**src/rtl/hdt_pkg.sv**
```systemverilog
package hdt_pkg;
    localparam int unsigned CLS_W   = 3;
    localparam int unsigned POS_PCR = 5;
    localparam int unsigned POS_PMT = 6;
    localparam int unsigned POS_CEN = 7;
    localparam int unsigned POS_RTE = 8;
    localparam int unsigned POS_GDT = 9;
    localparam int unsigned POS_OST = 10;

    typedef enum logic [CLS_W-1:0] {
        CLS_NONE    = 3'd0,
        CLS_OSDBG   = 3'd1,
        CLS_DBG     = 3'd2,
        CLS_DBGROM  = 3'd3,
        CLS_MON     = 3'd4,
        CLS_MONCTL  = 3'd5,
        CLS_MONUNAL = 3'd6,
        CLS_SPARE   = 3'd7
    } acc_class_e;

    typedef struct packed {
        logic ost;
        logic gdt;
        logic rte;
        logic pmt;
        logic pcr;
    } trap_bits_t;
endpackage

```
**src/rtl/hdt_cfg_reg.sv**
```systemverilog
module hdt_cfg_reg #(
    parameter int unsigned         REG_W    = 32,
    parameter logic [REG_W-1:0]    IMPL_MSK = '0,
    parameter logic [REG_W-1:0]    RST_MSK  = '0
) (
    input  logic             clk,
    input  logic             rst_n,
    input  logic             wr_en,
    input  logic [REG_W-1:0] wr_data,
    output logic [REG_W-1:0] cfg_q
);
    logic unused_wr_bits;
    assign unused_wr_bits = ^(wr_data & ~IMPL_MSK);

    for (genvar b = 0; b < REG_W; b++) begin : g_bit
        if (RST_MSK[b]) begin : g_rst
            logic bit_q;
            always_ff @(posedge clk or negedge rst_n) begin
                if (!rst_n)     bit_q <= 1'b0;
                else if (wr_en) bit_q <= wr_data[b];
            end
            assign cfg_q[b] = bit_q;
        end else if (IMPL_MSK[b]) begin : g_norst
            logic bit_q;
            always_ff @(posedge clk) begin
                if (wr_en) bit_q <= wr_data[b];
            end
            assign cfg_q[b] = bit_q;
        end else begin : g_none
            assign cfg_q[b] = 1'b0;
        end
    end

    assert_reset_clear_R1: assert property (@(posedge clk) disable iff (!rst_n)
        $rose(rst_n) |-> ((cfg_q & RST_MSK) == '0));

    assert_readback_R2: assert property (@(posedge clk) disable iff (!rst_n)
        $past(wr_en && rst_n) |-> (cfg_q == ($past(wr_data) & IMPL_MSK)));

    assert_hold_R6: assert property (@(posedge clk) disable iff (!rst_n)
        ($past(rst_n) && !$past(wr_en)) |-> $stable(cfg_q));
endmodule

```
**src/rtl/hdt_eff_ctrl.sv**
```systemverilog
module hdt_eff_ctrl
    import hdt_pkg::*;
(
    input  logic       clk,
    input  logic       rst_n,
    input  trap_bits_t stored,
    input  logic       ovr,
    output trap_bits_t eff
);
    always_comb begin
        eff     = stored;
        eff.rte = stored.rte | ovr;
        eff.ost = stored.ost | eff.rte;
        eff.gdt = stored.gdt | eff.rte;
    end

    assert_force_ovr_R5: assert property (@(posedge clk) disable iff (!rst_n)
        ovr |-> (eff.rte && eff.ost && eff.gdt));

    assert_force_rte_R5: assert property (@(posedge clk) disable iff (!rst_n)
        stored.rte |-> (eff.ost && eff.gdt));
endmodule

```
**src/rtl/hdt_trap_decide.sv**
```systemverilog
module hdt_trap_decide
    import hdt_pkg::*;
(
    input  logic             clk,
    input  logic             rst_n,
    input  trap_bits_t       eff,
    input  logic             req_valid,
    input  logic [1:0]       req_el,
    input  logic             req_nonsecure,
    input  logic [CLS_W-1:0] req_class,
    output logic             trap,
    output logic             route
);
    logic lower_ns;
    logic hit;

    assign lower_ns = req_nonsecure && !req_el[1];

    always_comb begin
        unique case (acc_class_e'(req_class))
            CLS_OSDBG:  hit = eff.ost;
            CLS_DBG:    hit = eff.gdt;
            CLS_MON:    hit = eff.pmt;
            CLS_MONCTL: hit = eff.pmt | eff.pcr;
            default:    hit = 1'b0;
        endcase
    end

    assign trap  = req_valid && lower_ns && hit;
    assign route = eff.rte && lower_ns;

    assert_no_trap_secure_R10: assert property (@(posedge clk) disable iff (!rst_n)
        (!req_nonsecure || req_el[1] || !req_valid) |-> !trap);

    assert_unalloc_never_R8: assert property (@(posedge clk) disable iff (!rst_n)
        (req_class == CLS_MONUNAL || req_class == CLS_DBGROM) |-> !trap);

    assert_osdbg_trap_R3: assert property (@(posedge clk) disable iff (!rst_n)
        (eff.ost && req_valid && req_nonsecure && !req_el[1] && req_class == CLS_OSDBG) |-> trap);

    assert_route_lower_R7: assert property (@(posedge clk) disable iff (!rst_n)
        route |-> (req_nonsecure && !req_el[1]));
endmodule

```
**src/rtl/hyp_dbg_trap_ctrl.sv**
```systemverilog
module hyp_dbg_trap_ctrl
    import hdt_pkg::*;
#(
    parameter int unsigned REG_W = 32
) (
    input  logic             clk,
    input  logic             rst_n,
    input  logic             cfg_wr_en,
    input  logic [REG_W-1:0] cfg_wr_data,
    output logic [REG_W-1:0] cfg_rd_data,
    input  logic             req_valid,
    input  logic [1:0]       req_el,
    input  logic             req_nonsecure,
    input  logic [CLS_W-1:0] req_class,
    input  logic             req_write,
    input  logic             gen_trap_ovr,
    output logic             trap_to_hyp,
    output logic             dbg_exc_to_hyp,
    output logic             ctr_en
);
    localparam logic [REG_W-1:0] ONE      = REG_W'(1);
    localparam logic [REG_W-1:0] RST_MSK  = (ONE << POS_OST) | (ONE << POS_GDT) |
                                            (ONE << POS_RTE) | (ONE << POS_PMT) |
                                            (ONE << POS_PCR);
    localparam logic [REG_W-1:0] IMPL_MSK = RST_MSK | (ONE << POS_CEN);

    logic [REG_W-1:0] cfg_q;
    trap_bits_t       stored;
    trap_bits_t       eff;

    hdt_cfg_reg #(
        .REG_W    (REG_W),
        .IMPL_MSK (IMPL_MSK),
        .RST_MSK  (RST_MSK)
    ) i_reg (
        .clk     (clk),
        .rst_n   (rst_n),
        .wr_en   (cfg_wr_en),
        .wr_data (cfg_wr_data),
        .cfg_q   (cfg_q)
    );

    assign stored.ost = cfg_q[POS_OST];
    assign stored.gdt = cfg_q[POS_GDT];
    assign stored.rte = cfg_q[POS_RTE];
    assign stored.pmt = cfg_q[POS_PMT];
    assign stored.pcr = cfg_q[POS_PCR];

    hdt_eff_ctrl i_eff (
        .clk    (clk),
        .rst_n  (rst_n),
        .stored (stored),
        .ovr    (gen_trap_ovr),
        .eff    (eff)
    );

    hdt_trap_decide i_dec (
        .clk           (clk),
        .rst_n         (rst_n),
        .eff           (eff),
        .req_valid     (req_valid),
        .req_el        (req_el),
        .req_nonsecure (req_nonsecure),
        .req_class     (req_class),
        .trap          (trap_to_hyp),
        .route         (dbg_exc_to_hyp)
    );

    assign cfg_rd_data = cfg_q;
    assign ctr_en      = cfg_q[POS_CEN];

    assert_dir_ignored_R12: assert property (@(posedge clk) disable iff (!rst_n)
        ($past(rst_n) && $stable(req_valid) && $stable(req_el) && $stable(req_nonsecure) &&
         $stable(req_class) && $stable(gen_trap_ovr) && $stable(cfg_q) &&
         (req_write != $past(req_write))) |-> $stable(trap_to_hyp));

    assert_ctr_en_R11: assert property (@(posedge clk) disable iff (!rst_n)
        $past(cfg_wr_en && rst_n) |-> (ctr_en == $past(cfg_wr_data[POS_CEN])));

    assert_ovr_route_R7: assert property (@(posedge clk) disable iff (!rst_n)
        (gen_trap_ovr && req_nonsecure && !req_el[1]) |-> dbg_exc_to_hyp);
endmodule

```
**config.mk**
```make
export PLATFORM = sky130hd
export DESIGN_NAME = hyp_dbg_trap_ctrl
export DESIGN_NICKNAME = d
export VERILOG_FILES = /design/src/rtl/hdt_pkg.sv /design/src/rtl/hdt_cfg_reg.sv /design/src/rtl/hdt_eff_ctrl.sv /design/src/rtl/hdt_trap_decide.sv /design/src/rtl/hyp_dbg_trap_ctrl.sv
export SDC_FILE = /design/constraint.sdc
export NUM_CORES = 1
export LEC_CHECK = 0
export ABC_AREA = 1
export BUFFER_PORTS_ARGS = -buffer_cell sky130_fd_sc_hd__buf_2
export CORE_MARGIN = 3
export CORE_UTILIZATION = 27
export DETAILED_ROUTE_END_ITERATION = 7
export PLACE_DENSITY = 0.75
export SYNTH_ARGS = -nofsm -noshare
export SYNTH_HDL_FRONTEND = slang
export SYNTH_HIERARCHICAL = 1
export SYNTH_SLANG_ARGS = --single-unit
```
**constraint.sdc**
```tcl
create_clock -name clk -period 0.9 [get_ports clk]
set_clock_uncertainty 0.05 [all_clocks]
set_input_delay 0.045 -clock clk [delete_from_list [all_inputs] [get_ports clk]]
set_output_delay 0.045 -clock clk [all_outputs]
set_load 0.03 [all_outputs]
```
==> metrics.md <==
| Metric | Value |
|---|---|
| Share of cells above drive strength 1 | `0.3913` |
| Share of the synthesized area in the top cell type | `0.4506` |
| Chip Width | `between 50 and 60 um` |
| Area growth syn-to-layout | `40.99%` |
| Port bufs | `24` |
| Antenna cells | `0` |
| Vias per cell | `3.289` |
| Max Cap Viol | `0` |
| # DRC | `0` |
| Synth Area in Compound Gates | `0.01502` |
| Fin. Hold Viols | `0` |
| CTS H-tree lvls | `1` |
| Synth Area in Simple Gates | `0.2039` |
| Final wirelength | `about 1.1 mm` |
| GP Congestion | `approximately 0.64` |
| Main combinational cell family by area after synthesis | `buffers and inverters` |
| Synth Area in Adders | `0` |
| First-pass GRT wire length | `1.690 mm` |
| Post-Synth XOR/XNOR Area | `0` |
| Hold WS | `approximately 0.041 ns` |
| Final setup fails | `9` |
| Post-synthesis cell type count | `11` |
| Maximum clock rate | `roughly 0.77 GHz` |
| Count of clock tree sinks | `6` |
| Vias in the first global route | `slightly above 400` |
| CP Data Arrival Time | `about 1.2 ns` |
| Max Root-Sink Buffers | `2` |
| Full die area | `2753 um2` |
| Syn Std Cell Area | `around 580 um2` |
| CTS clock-pin slew for the worst setup and hold paths | `approximately 0.050 ns` |
| Height of the die | `52.47 um` |
| Crit. End Element | `output pin` |
| Final ANT Viol Nets | `0` |
| CP startpoint kind | `flip-flop` |
| Fin Setup TNS | `-1.041 ns` |
| Worst Setup Slack, final | `-0.3907 ns` |
| Syn Inst Count | `82` |
| Via count | `467` |
| Starting DRT DRC Count | `4` |
| Initial antenna violation count | `0` |
| Grt ovf | `0` |
| Register area share after synthesis | `0.2661` |
| PD cells | `1297 nW/um2` |
| Worst skew pair latency | `approximately 0.24 ns` |
| Max-slew violation count | `0` |
| Crit path max fanout | `3` |
| Syn_area_per_cell | `roughly 7.1 um2` |
| WP data required | `about 0.81 ns` |
| Yosys reg bits | `6` |
| Tot GR Track Use | `0.08442` |
| Final #Nets | `160` |
| Status | `finished with violations` |
| CTS tree | `done` |
| Period Utilization, post-route | `1.434` |
| Filler instances | `just over 200` |
| RSZ-0062 raised after global routing | `yes` |
| Fin util | `0.4106` |
| Largest net degree at the start of global routing | `8` |
| Row cnt | `16` |
| Final Critical Period | `between 1 and 1.5 ns` |
| Initial Utilization | `0.2912` |
| LEAKAGE | `about 0.47 nW` |
| Min-Delay Path Class | `in2reg` |
| Ys Warns | `6` |
| IO Count | `79` |
| Synth area leaders | `buf_4 (45%), dfrtp_1 (21%), nand2_1 (15%), edfxtp_1 (5.2%), inv_1 (5.2%)` |
| Router iterations before antenna repair | `3` |
| Drt wl/cell | `7.873 um` |
| Mux cell area share after synthesis | `0` |
| WS Path Type | `reg2out` |
| Core footprint | `about 2000 um2` |
| Failing checks | `setup timing` |
| CTS Root Buffer Type | `clkbuf_4` |
| Hpwl dp | `867.7 um` |
| CTS buffer count | `3` |
| Post-synth top area cell | `buf_4` |
| Pre-CTS setup slack | `-0.2001 ns` |
| Max VDD drop | `0.0008291 V` |
cells by family after synthesis:
kind of cell,count (synthesis)
buffers and inverters,44
AND/OR/NAND/NOR,30
flip-flops,6
AO/OA/AOI/OAI,1
other,1
metal layers:
layer  track usage  vias up  share of wire
li1              -      244              -
met2        0.1508       28           0.57
met1       0.09278      195           0.34
met3       0.01140        0          0.092
met4       0.05106        0              0
met5             0        -              0
registers in the layout, indices dropped and copies added, names as in the netlist:
signal and count:
i_reg/g_bit.g_rst.bit_q 5, i_reg/g_bit.g_norst.bit_q 1
what timing repair did:
| action | 4_1_cts | 5_1_grt |
|---|---|---|
| pin swaps | 1 | 1 |
| hold buffers | 7 | 0 |
| endpoints found under the hold margin | 11 | 0 |
| gates resized for setup | 24 | 5 |
| buffers inserted | 1 | 2 |
| setup endpoints to repair | 9 | 10 |
cell type report:
| type | count | area [um2] | share of cell area |
|---|---|---|---|
| Timing Repair Buffer | 39 | 325.3 | 0.3957 |
| Multi-Input combinational cell | 57 | 247.7 | 0.3014 |
| Sequential cell | 6 | 155.1 | 0.1887 |
| Inverter | 9 | 33.78 | 0.04110 |
| Tap cell | 27 | 33.78 | 0.04110 |
| Clock buffer | 4 | 26.28 | 0.03196 |
synthesized netlist by cell type:
master	count
conb_1	1
buf_4	35
inv_2	1
a21oi_2	1
nand3_1	1
inv_1	8
dfrtp_1	5
nand2_1	23
nor2_2	2
edfxtp_1	1
nor2_1	4
final timing paths:
kind	start	end	slack, ns	depth (start not counted)
worst max register to register	i_reg/g_bit[5].g_rst.bit_q	i_reg/g_bit[5].g_rst.bit_q	0.05	4
worst min register to register	i_reg/g_bit[10].g_rst.bit_q	i_reg/g_bit[10].g_rst.bit_q	0.52	3
max in group asynchronous	rst_n	i_reg/g_bit[8].g_rst.bit_q	0.56	2
worst min-delay path	cfg_wr_en	i_reg/g_bit[5].g_rst.bit_q	0.04	3
worst max-delay path	i_reg/g_bit[8].g_rst.bit_q	trap_to_hyp	-0.39	7
min in group asynchronous	rst_n	i_reg/g_bit[5].g_rst.bit_q	0.11	2
cells in the final DEF, fill, tap and decap left out, drive strengths merged:
cell / instances
buf: 32
dlygate4sd3: 7
conb: 26
dfrtp: 5
nand3: 1
nand2: 23
a21oi: 1
inv: 9
edfxtp: 1
clkbuf: 4
nor2: 6
worst max-delay path: stages, from the launching register on:
cell     delay [ns]
dfrtp_1        0.38
nor2_2         0.11
nand2_1        0.08
nor2_2         0.09
nor2_2         0.04
nand2_2        0.07
a21oi_4        0.06
buf_6          0.13
power by group:
part	total [W]	internal (W)	switching [W]
registers	0.000317	0.000301	0.0000160
clock network	0.000268	0.000168	0.0000994
logic	0.000482	0.000175	0.000306
metrics by stage:
stage	area, um2	cells	power, W
3_5_place_dp	638.1	130	0.0007081
4_1_cts	813.3	142	0.001079
2_1_floorplan	709.4	107	0.0007372
6_report	822.0	142	0.001067
5_1_grt	822.0	142	0.001145
3_3_place_gp	638.1	130	0.0007041
Note: power is estimated with default switching activity, not from simulation.
